[src/rtl/hc_pkg.sv]
package hc_pkg;
  typedef enum logic [1:0] {
    OP_HOLD  = 2'd0,
    OP_INC   = 2'd1,
    OP_DEC   = 2'd2,
    OP_CLEAR = 2'd3
  } cnt_op_e;
endpackage

[src/rtl/hc_entry.sv]
module hc_entry
  import hc_pkg::*;
#(
  parameter int CNT_W  = 4,
  parameter int SNAP_W = 8
) (
  input  logic              clk,
  input  logic              rst_n,
  input  cnt_op_e           op,
  input  logic              load_snap,
  input  logic [SNAP_W-1:0] snap_in,
  output logic [CNT_W-1:0]  cnt,
  output logic [SNAP_W-1:0] snap
);
  localparam logic [CNT_W-1:0] CNT_MAX = {CNT_W{1'b1}};

  always_ff @(posedge clk) begin
    if (!rst_n) begin
      cnt  <= '0;
      snap <= '0;
    end else begin
      unique case (op)
        OP_INC:   cnt <= cnt + CNT_W'(1);
        OP_DEC:   cnt <= cnt - CNT_W'(1);
        OP_CLEAR: cnt <= '0;
        default:  cnt <= cnt;
      endcase
      if (load_snap) snap <= snap_in;
    end
  end

  // an increment is never requested on a saturated counter
  a_r8_no_overflow: assert property (@(posedge clk) disable iff (!rst_n)
    (op == OP_INC) |-> (cnt != CNT_MAX));

  // an empty counter stays empty unless incremented
  a_r5_no_underflow: assert property (@(posedge clk) disable iff (!rst_n)
    (cnt == '0 && op != OP_INC) |=> (cnt == '0));
endmodule

[src/rtl/hc_ptrs.sv]
module hc_ptrs #(
  parameter int CKPT_N = 8,
  parameter int SNAP_W = 8,
  localparam int IDX_W  = $clog2(CKPT_N),
  localparam int LIVE_W = IDX_W + 1
) (
  input  logic              clk,
  input  logic              rst_n,
  input  logic              open_fire,
  input  logic              commit,
  input  logic              rec_valid,
  input  logic [IDX_W-1:0]  rec_tag,
  output logic [IDX_W-1:0]  head,
  output logic [IDX_W-1:0]  tail,
  output logic [LIVE_W-1:0] live,
  output logic [SNAP_W-1:0] snap_next
);
  logic [IDX_W-1:0] rec_off;
  assign rec_off = rec_tag - head;

  always_ff @(posedge clk) begin
    if (!rst_n) begin
      head      <= '0;
      tail      <= '0;
      live      <= LIVE_W'(1);
      snap_next <= SNAP_W'(1);
    end else if (rec_valid) begin
      tail <= rec_tag;
      live <= LIVE_W'(rec_off) + LIVE_W'(1);
    end else begin
      if (open_fire) begin
        tail      <= tail + IDX_W'(1);
        snap_next <= snap_next + SNAP_W'(1);
      end
      if (commit) head <= head + IDX_W'(1);
      live <= live + LIVE_W'(open_fire) - LIVE_W'(commit);
    end
  end

  // opening a checkpoint moves the newest index by one
  a_r3_open_advance: assert property (@(posedge clk) disable iff (!rst_n)
    (open_fire && !rec_valid) |=> (tail == $past(tail) + IDX_W'(1)));

  // each commit moves the oldest index by exactly one
  a_r7_head_step: assert property (@(posedge clk) disable iff (!rst_n)
    (commit && !rec_valid) |=> (head == $past(head) + IDX_W'(1)));

  // the live count stays within the table
  a_r4_live_bound: assert property (@(posedge clk) disable iff (!rst_n)
    (live != '0) && (live <= LIVE_W'(CKPT_N)));
endmodule

[src/rtl/hier_commit_ctrl.sv]
module hier_commit_ctrl
  import hc_pkg::*;
#(
  parameter int CKPT_N = 8,
  parameter int CNT_W  = 4,
  parameter int SNAP_W = 8,
  localparam int IDX_W  = $clog2(CKPT_N),
  localparam int LIVE_W = IDX_W + 1
) (
  input  logic              clk,
  input  logic              rst_n,
  input  logic              disp_valid,
  input  logic              disp_branch,
  output logic              disp_ready,
  output logic [IDX_W-1:0]  disp_tag,
  input  logic              cmp_valid,
  input  logic [IDX_W-1:0]  cmp_tag,
  input  logic              rec_valid,
  input  logic [IDX_W-1:0]  rec_tag,
  output logic              rst_valid,
  output logic [IDX_W-1:0]  rst_idx,
  output logic [SNAP_W-1:0] rst_snap,
  output logic              cmt_valid,
  output logic [IDX_W-1:0]  cmt_idx,
  output logic [SNAP_W-1:0] cmt_snap
);
  localparam logic [CNT_W-1:0] CNT_MAX = {CNT_W{1'b1}};

  logic [IDX_W-1:0]  head, tail;
  logic [LIVE_W-1:0] live;
  logic [SNAP_W-1:0] snap_next;
  logic [CNT_W-1:0]  cnt_q  [CKPT_N];
  logic [SNAP_W-1:0] snap_q [CKPT_N];

  logic open_new, fire, open_fire, commit;
  logic [IDX_W-1:0] target, rec_off;

  assign open_new   = disp_valid && disp_branch && (live != LIVE_W'(CKPT_N));
  assign target     = open_new ? tail + IDX_W'(1) : tail;
  assign disp_tag   = target;
  assign disp_ready = !rec_valid && (open_new || (cnt_q[tail] != CNT_MAX));
  assign fire       = disp_valid && disp_ready;
  assign open_fire  = fire && open_new;
  assign commit     = !rec_valid && (live > LIVE_W'(1)) && (cnt_q[head] == '0);
  assign rec_off    = rec_tag - head;

  assign cmt_valid = commit;
  assign cmt_idx   = head;
  assign cmt_snap  = snap_q[head];

  hc_ptrs #(.CKPT_N(CKPT_N), .SNAP_W(SNAP_W)) ptrs_i (
    .clk(clk), .rst_n(rst_n), .open_fire(open_fire), .commit(commit),
    .rec_valid(rec_valid), .rec_tag(rec_tag), .head(head), .tail(tail),
    .live(live), .snap_next(snap_next)
  );

  for (genvar g = 0; g < CKPT_N; g++) begin : g_entry
    logic [IDX_W-1:0] off;
    logic inc, dec, clr;
    cnt_op_e op;

    assign off = IDX_W'(g) - head;
    assign clr = rec_valid && ((IDX_W'(g) == rec_tag) ||
                 ((off > rec_off) && (LIVE_W'(off) < live)));
    assign inc = fire && (target == IDX_W'(g));
    assign dec = cmp_valid && (cmp_tag == IDX_W'(g)) && (cnt_q[g] != '0);

    always_comb begin
      if (clr)              op = OP_CLEAR;
      else if (inc && !dec) op = OP_INC;
      else if (dec && !inc) op = OP_DEC;
      else                  op = OP_HOLD;
    end

    hc_entry #(.CNT_W(CNT_W), .SNAP_W(SNAP_W)) entry_i (
      .clk(clk), .rst_n(rst_n), .op(op),
      .load_snap(open_fire && (target == IDX_W'(g))),
      .snap_in(snap_next), .cnt(cnt_q[g]), .snap(snap_q[g])
    );
  end

  always_ff @(posedge clk) begin
    if (!rst_n) begin
      rst_valid <= 1'b0;
      rst_idx   <= '0;
      rst_snap  <= '0;
    end else begin
      rst_valid <= rec_valid;
      if (rec_valid) begin
        rst_idx  <= rec_tag;
        rst_snap <= snap_q[rec_tag];
      end
    end
  end

  // a recovery request yields a restore strobe for the same index
  a_r9_restore: assert property (@(posedge clk) disable iff (!rst_n)
    rec_valid |=> (rst_valid && rst_idx == $past(rec_tag)));

  // nothing enters or retires while a recovery is taken
  a_r10_quiet_on_recovery: assert property (@(posedge clk) disable iff (!rst_n)
    rec_valid |-> (!disp_ready && !cmt_valid));

  // the newest checkpoint is never the one committing
  a_r7_not_newest: assert property (@(posedge clk) disable iff (!rst_n)
    cmt_valid |-> (cmt_idx != tail));
endmodule

[config.mk]
export PLATFORM = sky130hd
export DESIGN_NAME = hier_commit_ctrl
export DESIGN_NICKNAME = d
export VERILOG_FILES = /design/src/rtl/hc_pkg.sv /design/src/rtl/hc_entry.sv /design/src/rtl/hc_ptrs.sv /design/src/rtl/hier_commit_ctrl.sv
export SDC_FILE = /design/constraint.sdc
export NUM_CORES = 1
export LEC_CHECK = 0
export BUFFER_PORTS_ARGS = -buffer_cell sky130_fd_sc_hd__buf_2
export CORE_ASPECT_RATIO = 2
export CORE_MARGIN = 2
export CORE_UTILIZATION = 31
export CTS_CLUSTER_SIZE = 25
export DETAILED_ROUTE_END_ITERATION = 6
export SLEW_MARGIN = 20
export SYNTH_ARGS = -nofsm -noshare
export SYNTH_HDL_FRONTEND = slang
export SYNTH_SLANG_ARGS = --single-unit
[constraint.sdc]
create_clock -name clk -period 15.75 [get_ports clk]
set_input_delay 3.15 -clock clk [delete_from_list [all_inputs] [get_ports clk]]
set_output_delay 3.15 -clock clk [all_outputs]
set_load 0.02 [all_outputs]
==> results of run 1 <==
[per-stage QoR]
step	cell area, um^2	util (%)	hold slack, ns	setup slack (ns)	power [mW]
2_1_floorplan	8260	-	0.449	8.28	0.607
3_3_place_gp	8770	33.4	0.468	7.99	0.707
3_5_place_dp	8770	33.4	0.478	7.95	0.711
4_1_cts	9400	35.8	0.491	8.00	1.14
5_1_grt	9400	35.8	0.511	7.89	1.20
6_report	9400	35.8	0.490	7.97	1.14
[flip-flops by register name, indices dropped and copies added, names as in the netlist]
signal	cells
ptrs_i.head	3
rst_snap	8
g_entry.entry_i.cnt	32
g_entry.entry_i.snap	64
rst_valid	1
ptrs_i.tail	3
ptrs_i.snap_next	8
ptrs_i.live	4
rst_idx	3
[metal layers]
metal	vias to the layer above	share of wire (%)	routed length, um	GRT usage [%]
met5	-	0	0	0
met4	0	6.2	1550	11.7
met3	72	3.3	817	3.06
met2	174	55	13800	34.9
met1	3320	35	8870	17.9
li1	3282	-	-	-
[critical path, delay by kind of cell]
family          cells  cell delay, ns
compound gates      1            0.22
buf+inv             2            0.31
simple gates        3            0.96
[cell type report]
cell class	instances	area, um^2
fillers	2698	16900
multi-input cells	681	5420
flip-flops and latches	126	2520
clock buffers	19	443
well taps	344	430
repair buffers	50	278
clock inverters	13	188
inverters	33	124
[logic make-up (layout without fill, tap and decap cells)]
group                    after synthesis  in the layout
AND/OR/NAND/NOR                      320            320
AO/OA/AOI/OAI                        140            140
multiplexers                         130            130
flip-flops                           126            126
buffers and inverters                 83            115
adder cells (fa/ha/maj)               60             60
XOR/XNOR                              31             31
[Yosys cell counts, drive strengths merged, types with 4 or more instances]
library cell | number | area share, %
a211oi | 8 | 0.73
a21boi | 4 | 0.36
a21o | 18 | 1.6
a21oi | 37 | 2.3
a311oi | 8 | 0.85
and2 | 4 | 0.30
and3 | 11 | 0.83
and4 | 5 | 0.59
buf | 13 | 0.74
clkbuf | 37 | 1.7
dfxtp | 126 | 31
fa | 10 | 2.4
ha | 50 | 7.6
inv | 32 | 1.5
mux2i | 96 | 12
mux4 | 34 | 9.3
nand2 | 80 | 3.6
nand2b | 10 | 0.76
nand3 | 23 | 1.5
nand4 | 15 | 1.1
nor2 | 105 | 4.8
nor2b | 6 | 0.45
nor3 | 19 | 1.5
nor4 | 10 | 1.1
o211ai | 5 | 0.45
o21a | 8 | 0.73
o21ai | 21 | 1.3
or3 | 11 | 0.83
or4 | 7 | 0.64
xnor2 | 14 | 1.7
xor2 | 17 | 1.8
[worst paths after layout]
path	to	depth (start not counted)	from	slack, ns
worst min register to register	g_entry[5].entry_i.cnt[3]$_SDFFE_PN0P_	2	g_entry[5].entry_i.cnt[3]$_SDFFE_PN0P_	0.49
worst max-delay path	disp_ready	6	disp_valid	7.97
worst min-delay path	g_entry[5].entry_i.cnt[3]$_SDFFE_PN0P_	2	g_entry[5].entry_i.cnt[3]$_SDFFE_PN0P_	0.49
worst max register to register	g_entry[2].entry_i.cnt[3]$_SDFFE_PN0P_	17	ptrs_i.head[0]$_SDFFE_PN0P_	10.71
[where the power goes]
part / total [mW] / internal (mW) / switching (mW)
sequential: 0.345 / 0.329 / 0.0153
clock: 0.428 / 0.269 / 0.159
combinational: 0.365 / 0.135 / 0.230
==> metrics.json, run 1 <==
{
  "cells_and_area": {
    "layout-drive-gt1-share_pct": 14.3,
    "fin_nets": 981,
    "synthToLayoutAreaGrowth_pct": 13.9,
    "layout.cells.most_common": "sky130_fd_sc_hd__dfxtp_1",
    "final_cells": 1266,
    "most-common-layout-cells": "sky130_fd_sc_hd__dfxtp_1 (126), sky130_fd_sc_hd__nor2_1 (105), sky130_fd_sc_hd__mux2i_1 (96)",
    "antennaDiodeCount": 0
  },
  "clock_tree": {
    "post-cts-setup-buffer-count": 0,
    "cts_root_buf": "sky130_fd_sc_hd__clkbuf_16",
    "clock-sinks": 126,
    "insertion_delay_ns": 0.44,
    "count_of_hold_fix_buffers_inserted_at_cts": 0,
    "tritoncts.num_buffers": 17,
    "cts.path.max_buffers": 2,
    "clock_transition_at_the_registers_of_the_reported_paths_ns": 0.06,
    "clock_tree_from_tritoncts": "done",
    "ctsResizeCount": 0,
    "max_h_tree_level": 4
  },
  "synth": {
    "synthSimpleGateAreaFrac_pct": 19.5,
    "synth_seq_cells": 126,
    "synth_compound_gate_area_share_pct": 11.6,
    "ys.warnings.count": 0,
    "syn-num-nets": 962,
    "synth.distinct_cells": 67,
    "synth_sequential_area_ratio_pct": 30.5,
    "avgSynthCellArea_um2": 9.28,
    "synth_adder_area_share_pct": 10.0,
    "dominant_combinational_cell_family_by_area_after_synthesis": "multiplexers",
    "synth_mux_area_share_pct": 20.9,
    "synth_xor_xnor_area_share_pct": 3.51,
    "synth-main-ff-cell": "sky130_fd_sc_hd__dfxtp_1",
    "synth_edf_count": 0,
    "async_flop_share_pct": 0,
    "synthesis.area_mm2": 0.00826,
    "syn_inst": 890
  },
  "worst_setup_path": {
    "timing.critical_path.arrival_ns": 4.63,
    "critPathCaptureType": "primary output",
    "worstSetupPathType": "in -> out",
    "critical_path.slowest_cell": "sky130_fd_sc_hd__or3_1",
    "critical_path.max_stage_delay_ns": 0.48,
    "critPathMostFrequentCell": "sky130_fd_sc_hd__buf_2",
    "timing.critical_path.cells": "buf_2 > nand2_1 > o21ai_1 > or3_1 > and3_1 > buf_2",
    "timing.critical_path.fanout_max": 9,
    "critPathLaunchType": "input port",
    "timing.critical_path.required_ns": 12.60
  },
  "placement": {
    "dp_cells": 1234,
    "place.port_buffers": 39,
    "dpl.hpwl_um": 18500,
    "final_wtd_congestion": 0.898
  },
  "floorplan": {
    "area_inside_the_core_boundary_mm2": 0.0263,
    "design.die.area_mm2": 0.0280,
    "initial_utilization_pct": 31.4,
    "die_h_um": 235,
    "rows": 84,
    "num_io_pins": 40,
    "dieWidth_um": 119
  },
  "power": {
    "cellPowerDensity_mw_per_mm2": 121,
    "ir_drop_v": 0.0000830,
    "p_leak_nw": 4.07
  },
  "timing": {
    "worstMarginPinSlew_ns": 1.06,
    "clock-skew-final_ns": 0.00973,
    "slew_violations": 0,
    "report.final.setup_viol": 0,
    "clock.fmax_mhz": 129,
    "setup_tns_ns": 0,
    "setup_repair_after_global_routing_missed_its_margin": "false",
    "fin_crit_sh_pct": 49.4,
    "hold_viol": 0,
    "timing.max_slew.rel_slack_pct": 29.1,
    "final_critical_delay_including_setup_and_external_delays_ns": 7.78
  },
  "detailed_routing": {
    "detail_route.iter0.violations": 561,
    "finalWirelength_um": 25000,
    "ant_nets": 0,
    "dr_total_vias": 6848,
    "remaining_drc_errors": 0,
    "vias_cell": 5.41,
    "drt_first_pass_iters": 5,
    "route.detailed.wl_per_inst_um": 19.8
  },
  "global_routing": {
    "grtUsageTotal_pct": 18.3,
    "grt_antenna_before_repair": 0,
    "vias_in_the_first_global_route": 6999,
    "globalRoute.totalOverflow": 0,
    "maximum_number_of_pins_on_one_net_before_global_route_repair": 55,
    "grt_first_pass_wirelength_um": 39300
  },
  "worst_hold_path": {
    "min_path_type": "reg -> reg"
  },
  "run_status": {
    "run_status": "finished, final reports clean"
  },
  "run": {
    "drv_cap": 0
  }
}
Power figures use the tool's default switching activity.
==> run 2: changes to the inputs <==
clock period = 7 ns   (was 15.75 ns; I/O delays follow)
==> metrics.json, run 2 (synthesized netlist as in run 1, its figures left out) <==
{
  "run_status": {
    "run_status": "finished, final reports clean"
  },
  "power": {
    "cellPowerDensity_mw_per_mm2": 269,
    "ir_drop_v": 0.000156,
    "p_leak_nw": 4.05
  },
  "timing": {
    "report.final.setup_viol": 0,
    "slew_violations": 0,
    "setup_repair_after_global_routing_missed_its_margin": "false",
    "clock.fmax_mhz": 187,
    "timing.max_slew.rel_slack_pct": 32.2,
    "setup_tns_ns": 0,
    "final_critical_delay_including_setup_and_external_delays_ns": 5.34,
    "worstMarginPinSlew_ns": 1.02,
    "fin_crit_sh_pct": 76.3,
    "clock-skew-final_ns": 0.00845,
    "hold_viol": 0
  },
  "clock_tree": {
    "clock_tree_from_tritoncts": "done",
    "ctsResizeCount": 0,
    "count_of_hold_fix_buffers_inserted_at_cts": 0,
    "clock-sinks": 126,
    "post-cts-setup-buffer-count": 0,
    "cts_root_buf": "sky130_fd_sc_hd__clkbuf_16",
    "tritoncts.num_buffers": 17,
    "clock_transition_at_the_registers_of_the_reported_paths_ns": 0.06,
    "insertion_delay_ns": 0.44,
    "cts.path.max_buffers": 2,
    "max_h_tree_level": 4
  },
  "placement": {
    "final_wtd_congestion": 0.894,
    "dpl.hpwl_um": 18700,
    "place.port_buffers": 39,
    "dp_cells": 1233
  },
  "cells_and_area": {
    "largest-register": "g_entry.entry_i.snap",
    "number_of_flip_flops_under_the_largest_register_name": 64,
    "synthToLayoutAreaGrowth_pct": 13.4,
    "most-common-layout-cells": "sky130_fd_sc_hd__dfxtp_1 (126), sky130_fd_sc_hd__nor2_1 (105), sky130_fd_sc_hd__mux2i_1 (96)",
    "reg.largest.list": "g_entry.entry_i.snap x64, g_entry.entry_i.cnt x32",
    "layout.cells.most_common": "sky130_fd_sc_hd__dfxtp_1",
    "multi_input_comb_area_mm2": 0.00542,
    "seqCellArea_mm2": 0.00252,
    "layout-drive-gt1-share_pct": 14.4,
    "final_cells": 1266,
    "final.fill_count": 2719,
    "fin_nets": 980
  },
  "detailed_routing": {
    "dr_total_vias": 6970,
    "remaining_drc_errors": 0,
    "detail_route.iter0.violations": 319,
    "drt_first_pass_iters": 5,
    "vias_cell": 5.51,
    "finalWirelength_um": 25300,
    "route.detailed.wl_per_inst_um": 20.0,
    "ant_nets": 0
  },
  "worst_setup_path": {
    "critPathLaunchType": "input port",
    "timing.critical_path.required_ns": 7.37,
    "timing.critical_path.fanout_max": 9,
    "critPathCaptureType": "flop",
    "reg2reg_depth": 17,
    "timing.critical_path.arrival_ns": 5.71,
    "worstSetupPathType": "in -> reg"
  },
  "floorplan": {
    "design.die.area_mm2": 0.0280,
    "die_h_um": 235,
    "area_inside_the_core_boundary_mm2": 0.0263,
    "initial_utilization_pct": 31.4,
    "num_io_pins": 40,
    "dieWidth_um": 119,
    "rows": 84
  },
  "global_routing": {
    "maximum_number_of_pins_on_one_net_before_global_route_repair": 59,
    "vias_in_the_first_global_route": 7078,
    "grt_first_pass_wirelength_um": 39900,
    "grtUsageTotal_pct": 18.6,
    "grt_antenna_before_repair": 1,
    "globalRoute.totalOverflow": 0
  },
  "worst_hold_path": {
    "min_path_type": "reg -> reg",
    "holdPathStages": 2
  },
  "run": {
    "drv_cap": 0
  }
}
-- run 2: cell count changes in the layout (fill, tap and decap cells not counted), sizes merged --
cell,delta
diode,+1
clkinvlp,-1
clkinv,+3
bufinv,-2
buf,-1
-- run 2: where the power goes --
group	leakage, nW	switching [mW]	internal (mW)
registers	1.02	0.0377	0.741
clock network	0.289	0.359	0.543
logic	2.74	0.531	0.307
-- run 2: stage by stage --
step           setup slack, ns  utilization [%]  area (um^2)  total power [mW]  hold slack [ns]
4_1_cts                   1.70             35.6         9360              2.52            0.482
2_1_floorplan             1.40                -         8260              1.37            0.449
6_report                  1.66             35.6         9370              2.52            0.489
3_3_place_gp              1.38             33.4         8770              1.60            0.468
5_1_grt                   1.30             35.6         9370              2.64            0.497
3_5_place_dp              1.25             33.4         8770              1.61            0.475
-- run 2: path summary, 6_finish.rpt --
kind,start,endpoint,slack (ns)
hold reg to reg,rst_snap[6]$_SDFFE_PN0P_,rst_snap[6]$_SDFFE_PN0P_,0.49
setup reg to reg,ptrs_i.head[0]$_SDFFE_PN0P_,g_entry[2].entry_i.cnt[3]$_SDFFE_PN0P_,2.04
hold / removal,rst_snap[6]$_SDFFE_PN0P_,rst_snap[6]$_SDFFE_PN0P_,0.49
setup / recovery,rec_tag[0],g_entry[2].entry_i.cnt[3]$_SDFFE_PN0P_,1.66
-- run 2: critical path: stages --
cell,delay [ns]
sky130_fd_sc_hd__buf_2,0.14
sky130_fd_sc_hd__inv_1,0.08
sky130_fd_sc_hd__ha_1,0.20
sky130_fd_sc_hd__inv_1,0.07
sky130_fd_sc_hd__fa_1,0.44
sky130_fd_sc_hd__xnor2_1,0.23
sky130_fd_sc_hd__xnor2_1,0.63
sky130_fd_sc_hd__ha_1,0.37
sky130_fd_sc_hd__a21o_1,0.16
sky130_fd_sc_hd__o2111ai_1,0.45
sky130_fd_sc_hd__o211ai_1,0.18
sky130_fd_sc_hd__nor2_1,0.27
sky130_fd_sc_hd__ha_1,0.28
sky130_fd_sc_hd__a21o_1,0.18
sky130_fd_sc_hd__a21oi_1,0.17
sky130_fd_sc_hd__nor2_1,0.06
sky130_fd_sc_hd__mux2i_1,0.21
sky130_fd_sc_hd__mux2i_1,0.19
-- run 2: layout make-up --
cell class | count | area share, %
antenna | 1 | 0.0267
clock buffer | 19 | 4.84
clock inverter | 13 | 1.48
inverter | 33 | 1.32
multi-input combinational | 681 | 57.9
sequential | 126 | 26.9
tap | 344 | 4.60
timing repair buffer | 49 | 2.89
-- run 2: routing by layer --
layer  GRT usage, %  wire (um)  vias up
li1               -          -     3289
met1           18.5       9070     3417
met2           33.5      13400      177
met3           3.40        846       87
met4           14.0       2030        0
met5              0          0        -
==> run 3: changes to the inputs <==
ABC_AREA = 1   (was default)
clock period = 4.8 ns   (was 7 ns; I/O delays follow)
==> metrics.json, run 3 <==
{
  "run_status": {
    "run_status": "finished, final reports clean"
  },
  "synth": {
    "syn-num-nets": 1216,
    "synth_edf_count": 0,
    "synth_mux_area_share_pct": 0,
    "synthSimpleGateAreaFrac_pct": 25.4,
    "netlist.top_cell.by_area": "sky130_fd_sc_hd__dfxtp_1",
    "synth_sequential_area_ratio_pct": 31.1,
    "synth-main-ff-cell": "sky130_fd_sc_hd__dfxtp_1",
    "synthesis.area_mm2": 0.00812,
    "post_synth_main_area_contributors": "sky130_fd_sc_hd__dfxtp_1 (31%), sky130_fd_sc_hd__nand2_1 (8.3%), sky130_fd_sc_hd__a21oi_1 (8.0%)",
    "yosys.cell_count.top_type": "sky130_fd_sc_hd__nand2_1",
    "syn_inst": 1144,
    "synth_adder_area_share_pct": 10.2,
    "synth.distinct_cells": 49,
    "avgSynthCellArea_um2": 7.09,
    "synth_seq_cells": 126,
    "area_share_of_the_leading_cell_type_in_the_synthesized_netlist_pct": 31.1,
    "async_flop_share_pct": 0,
    "synth_xor_xnor_area_share_pct": 2.27,
    "ys.warnings.count": 0,
    "dominant_combinational_cell_family_by_area_after_synthesis": "simple AND/OR/NAND/NOR gates",
    "synth_compound_gate_area_share_pct": 22.0,
    "synthTopCellsByCount": "sky130_fd_sc_hd__nand2_1 (180), sky130_fd_sc_hd__a21oi_1 (130), sky130_fd_sc_hd__dfxtp_1 (126)"
  },
  "clock_tree": {
    "cts.path.max_buffers": 2,
    "clock_tree_from_tritoncts": "done",
    "count_of_hold_fix_buffers_inserted_at_cts": 0,
    "cts_root_buf": "sky130_fd_sc_hd__clkbuf_16",
    "clock_transition_at_the_registers_of_the_reported_paths_ns": 0.06,
    "clock-sinks": 126,
    "max_h_tree_level": 4,
    "tritoncts.num_buffers": 17,
    "ctsResizeCount": 0,
    "insertion_delay_ns": 0.43,
    "post-cts-setup-buffer-count": 0
  },
  "worst_setup_path": {
    "timing.critical_path.arrival_ns": 4.64,
    "timing.critical_path.required_ns": 5.13,
    "critPathLaunchType": "input port",
    "worstSetupPathType": "in -> reg",
    "reg2reg_setup_slack_ns": 0.67,
    "critPathCaptureType": "flop",
    "timing.critical_path.fanout_max": 5
  },
  "floorplan": {
    "rows": 83,
    "num_io_pins": 40,
    "area_inside_the_core_boundary_mm2": 0.0258,
    "design.die.area_mm2": 0.0276,
    "dieWidth_um": 118,
    "initial_utilization_pct": 31.5,
    "die_h_um": 233
  },
  "global_routing": {
    "vias_in_the_first_global_route": 7715,
    "globalRoute.totalOverflow": 0,
    "grt_first_pass_wirelength_um": 41800,
    "maximum_number_of_pins_on_one_net_before_global_route_repair": 83,
    "grt_antenna_before_repair": 0,
    "grtUsageTotal_pct": 19.7
  },
  "timing": {
    "slew_violations": 0,
    "setup_ws_ns": 0.484,
    "setup_repair_after_global_routing_missed_its_margin": "false",
    "setup_tns_ns": 0,
    "report.final.setup_viol": 0,
    "final_critical_delay_including_setup_and_external_delays_ns": 4.32,
    "clock-skew-final_ns": 0.00482,
    "fin_crit_sh_pct": 89.9,
    "timing.max_slew.rel_slack_pct": 43.6,
    "hold_viol": 0,
    "worstMarginPinSlew_ns": 0.846,
    "hold_slack_final_ns": 0.461,
    "clock.fmax_mhz": 232
  },
  "placement": {
    "place.port_buffers": 39,
    "dpl.hpwl_um": 19700,
    "final_wtd_congestion": 0.872,
    "detailed_place.area_mm2": 0.00862,
    "pre_cts_slack_ns": 0.148
  },
  "detailed_routing": {
    "dr_total_vias": 7898,
    "finalWirelength_um": 26700,
    "drt_first_pass_iters": 5,
    "vias_cell": 5.19,
    "detail_route.iter0.violations": 535,
    "remaining_drc_errors": 0,
    "ant_nets": 0,
    "route.detailed.wl_per_inst_um": 17.5
  },
  "cells_and_area": {
    "antennaDiodeCount": 0,
    "synthToLayoutAreaGrowth_pct": 13.3,
    "final.fill_count": 2813,
    "layout-drive-gt1-share_pct": 11.6,
    "most-common-layout-cells": "sky130_fd_sc_hd__nand2_1 (180), sky130_fd_sc_hd__a21oi_1 (130), sky130_fd_sc_hd__dfxtp_1 (126)",
    "layout.cells.most_common": "sky130_fd_sc_hd__nand2_1",
    "reg.largest.list": "g_entry.entry_i.snap x64, g_entry.entry_i.cnt x32",
    "final_area_mm2": 0.00919,
    "number_of_flip_flops_under_the_largest_register_name": 64,
    "fin_nets": 1244,
    "largest-register": "g_entry.entry_i.snap"
  },
  "power": {
    "p_leak_nw": 4.06,
    "cellPowerDensity_mw_per_mm2": 379,
    "ir_drop_v": 0.000247
  },
  "run": {
    "drv_cap": 0
  },
  "worst_hold_path": {
    "min_path_type": "reg -> reg"
  }
}
==> run 3: kinds of logic after synthesis <==
logic type                 after synthesis
buffers and inverters                  177
AOI/OAI and AO/OA                      314
and+or+nand+nor                        446
DFF                                    126
adders and majority gates               60
xor gates and xnor gates                21
==> run 3: final cells by class <==
| type | instances | area [um^2] | area share, % |
|---|---|---|---|
| clock buffers | 22 | 484 | 5.27 |
| clock inverters | 7 | 87.6 | 0.953 |
| inverters | 129 | 489 | 5.32 |
| multi-input cells | 841 | 4850 | 52.8 |
| repair buffers | 57 | 330 | 3.59 |
| flip-flops and latches | 126 | 2520 | 27.4 |
| well taps | 340 | 425 | 4.63 |
==> run 3: final timing paths <==
check,startpoint,end,cells past startpoint
min reg2reg,rst_idx[0]$_SDFFE_PN0P_,rst_idx[0]$_SDFFE_PN0P_,2
min,rst_idx[0]$_SDFFE_PN0P_,rst_idx[0]$_SDFFE_PN0P_,2
max reg2reg,ptrs_i.head[1]$_SDFFE_PN0P_,g_entry[5].entry_i.cnt[3]$_SDFFE_PN0P_,21
max,rec_tag[0],g_entry[5].entry_i.cnt[3]$_SDFFE_PN0P_,24
==> run 3: through the flow <==
stage	instances	utilization (%)	power [mW]
after global placement	1493	33.5	2.19
final	1522	35.7	3.48
after detailed placement	1493	33.5	2.20
after floorplan	1144	-	1.85
after global routing	1522	35.7	3.68
after CTS	1522	35.7	3.50
==> run 3: metal layers <==
| layer | vias to the layer above | track usage, % | share of wire, % |
|---|---|---|---|
| met5 | - | 0 | 0 |
| met4 | 0 | 15.1 | 7.6 |
| met3 | 86 | 2.87 | 3.4 |
| met2 | 232 | 37.1 | 53 |
| met1 | 3665 | 18.9 | 36 |
| li1 | 3915 | - | - |
==> run 3: critical path, stage by stage <==
cell                       delay, ns
sky130_fd_sc_hd__buf_2          0.12
sky130_fd_sc_hd__clkinv_1       0.06
sky130_fd_sc_hd__ha_1           0.19
sky130_fd_sc_hd__inv_1          0.07
sky130_fd_sc_hd__fa_1           0.40
sky130_fd_sc_hd__xor2_1         0.25
sky130_fd_sc_hd__inv_1          0.09
sky130_fd_sc_hd__nand2_1        0.08
sky130_fd_sc_hd__nand2_1        0.10
sky130_fd_sc_hd__inv_1          0.17
sky130_fd_sc_hd__ha_1           0.28
sky130_fd_sc_hd__a21oi_1        0.16
sky130_fd_sc_hd__nor2_1         0.06
sky130_fd_sc_hd__o211ai_1       0.08
sky130_fd_sc_hd__o21ai_0        0.26
sky130_fd_sc_hd__nor2_1         0.34
sky130_fd_sc_hd__ha_1           0.33
sky130_fd_sc_hd__a21oi_1        0.15
sky130_fd_sc_hd__nand2_1        0.08
sky130_fd_sc_hd__xor2_1         0.15
sky130_fd_sc_hd__nand3_1        0.08
sky130_fd_sc_hd__o21ai_0        0.07
sky130_fd_sc_hd__nor2_1         0.09
sky130_fd_sc_hd__nor2_1         0.04
==> run 3: report_power, final <==
part | total [mW] | leakage [nW] | switching, mW | internal (mW)
registers | 1.12 | 1.02 | 0.0376 | 1.08
clock network | 1.28 | 0.283 | 0.478 | 0.805
logic | 1.08 | 2.76 | 0.737 | 0.344
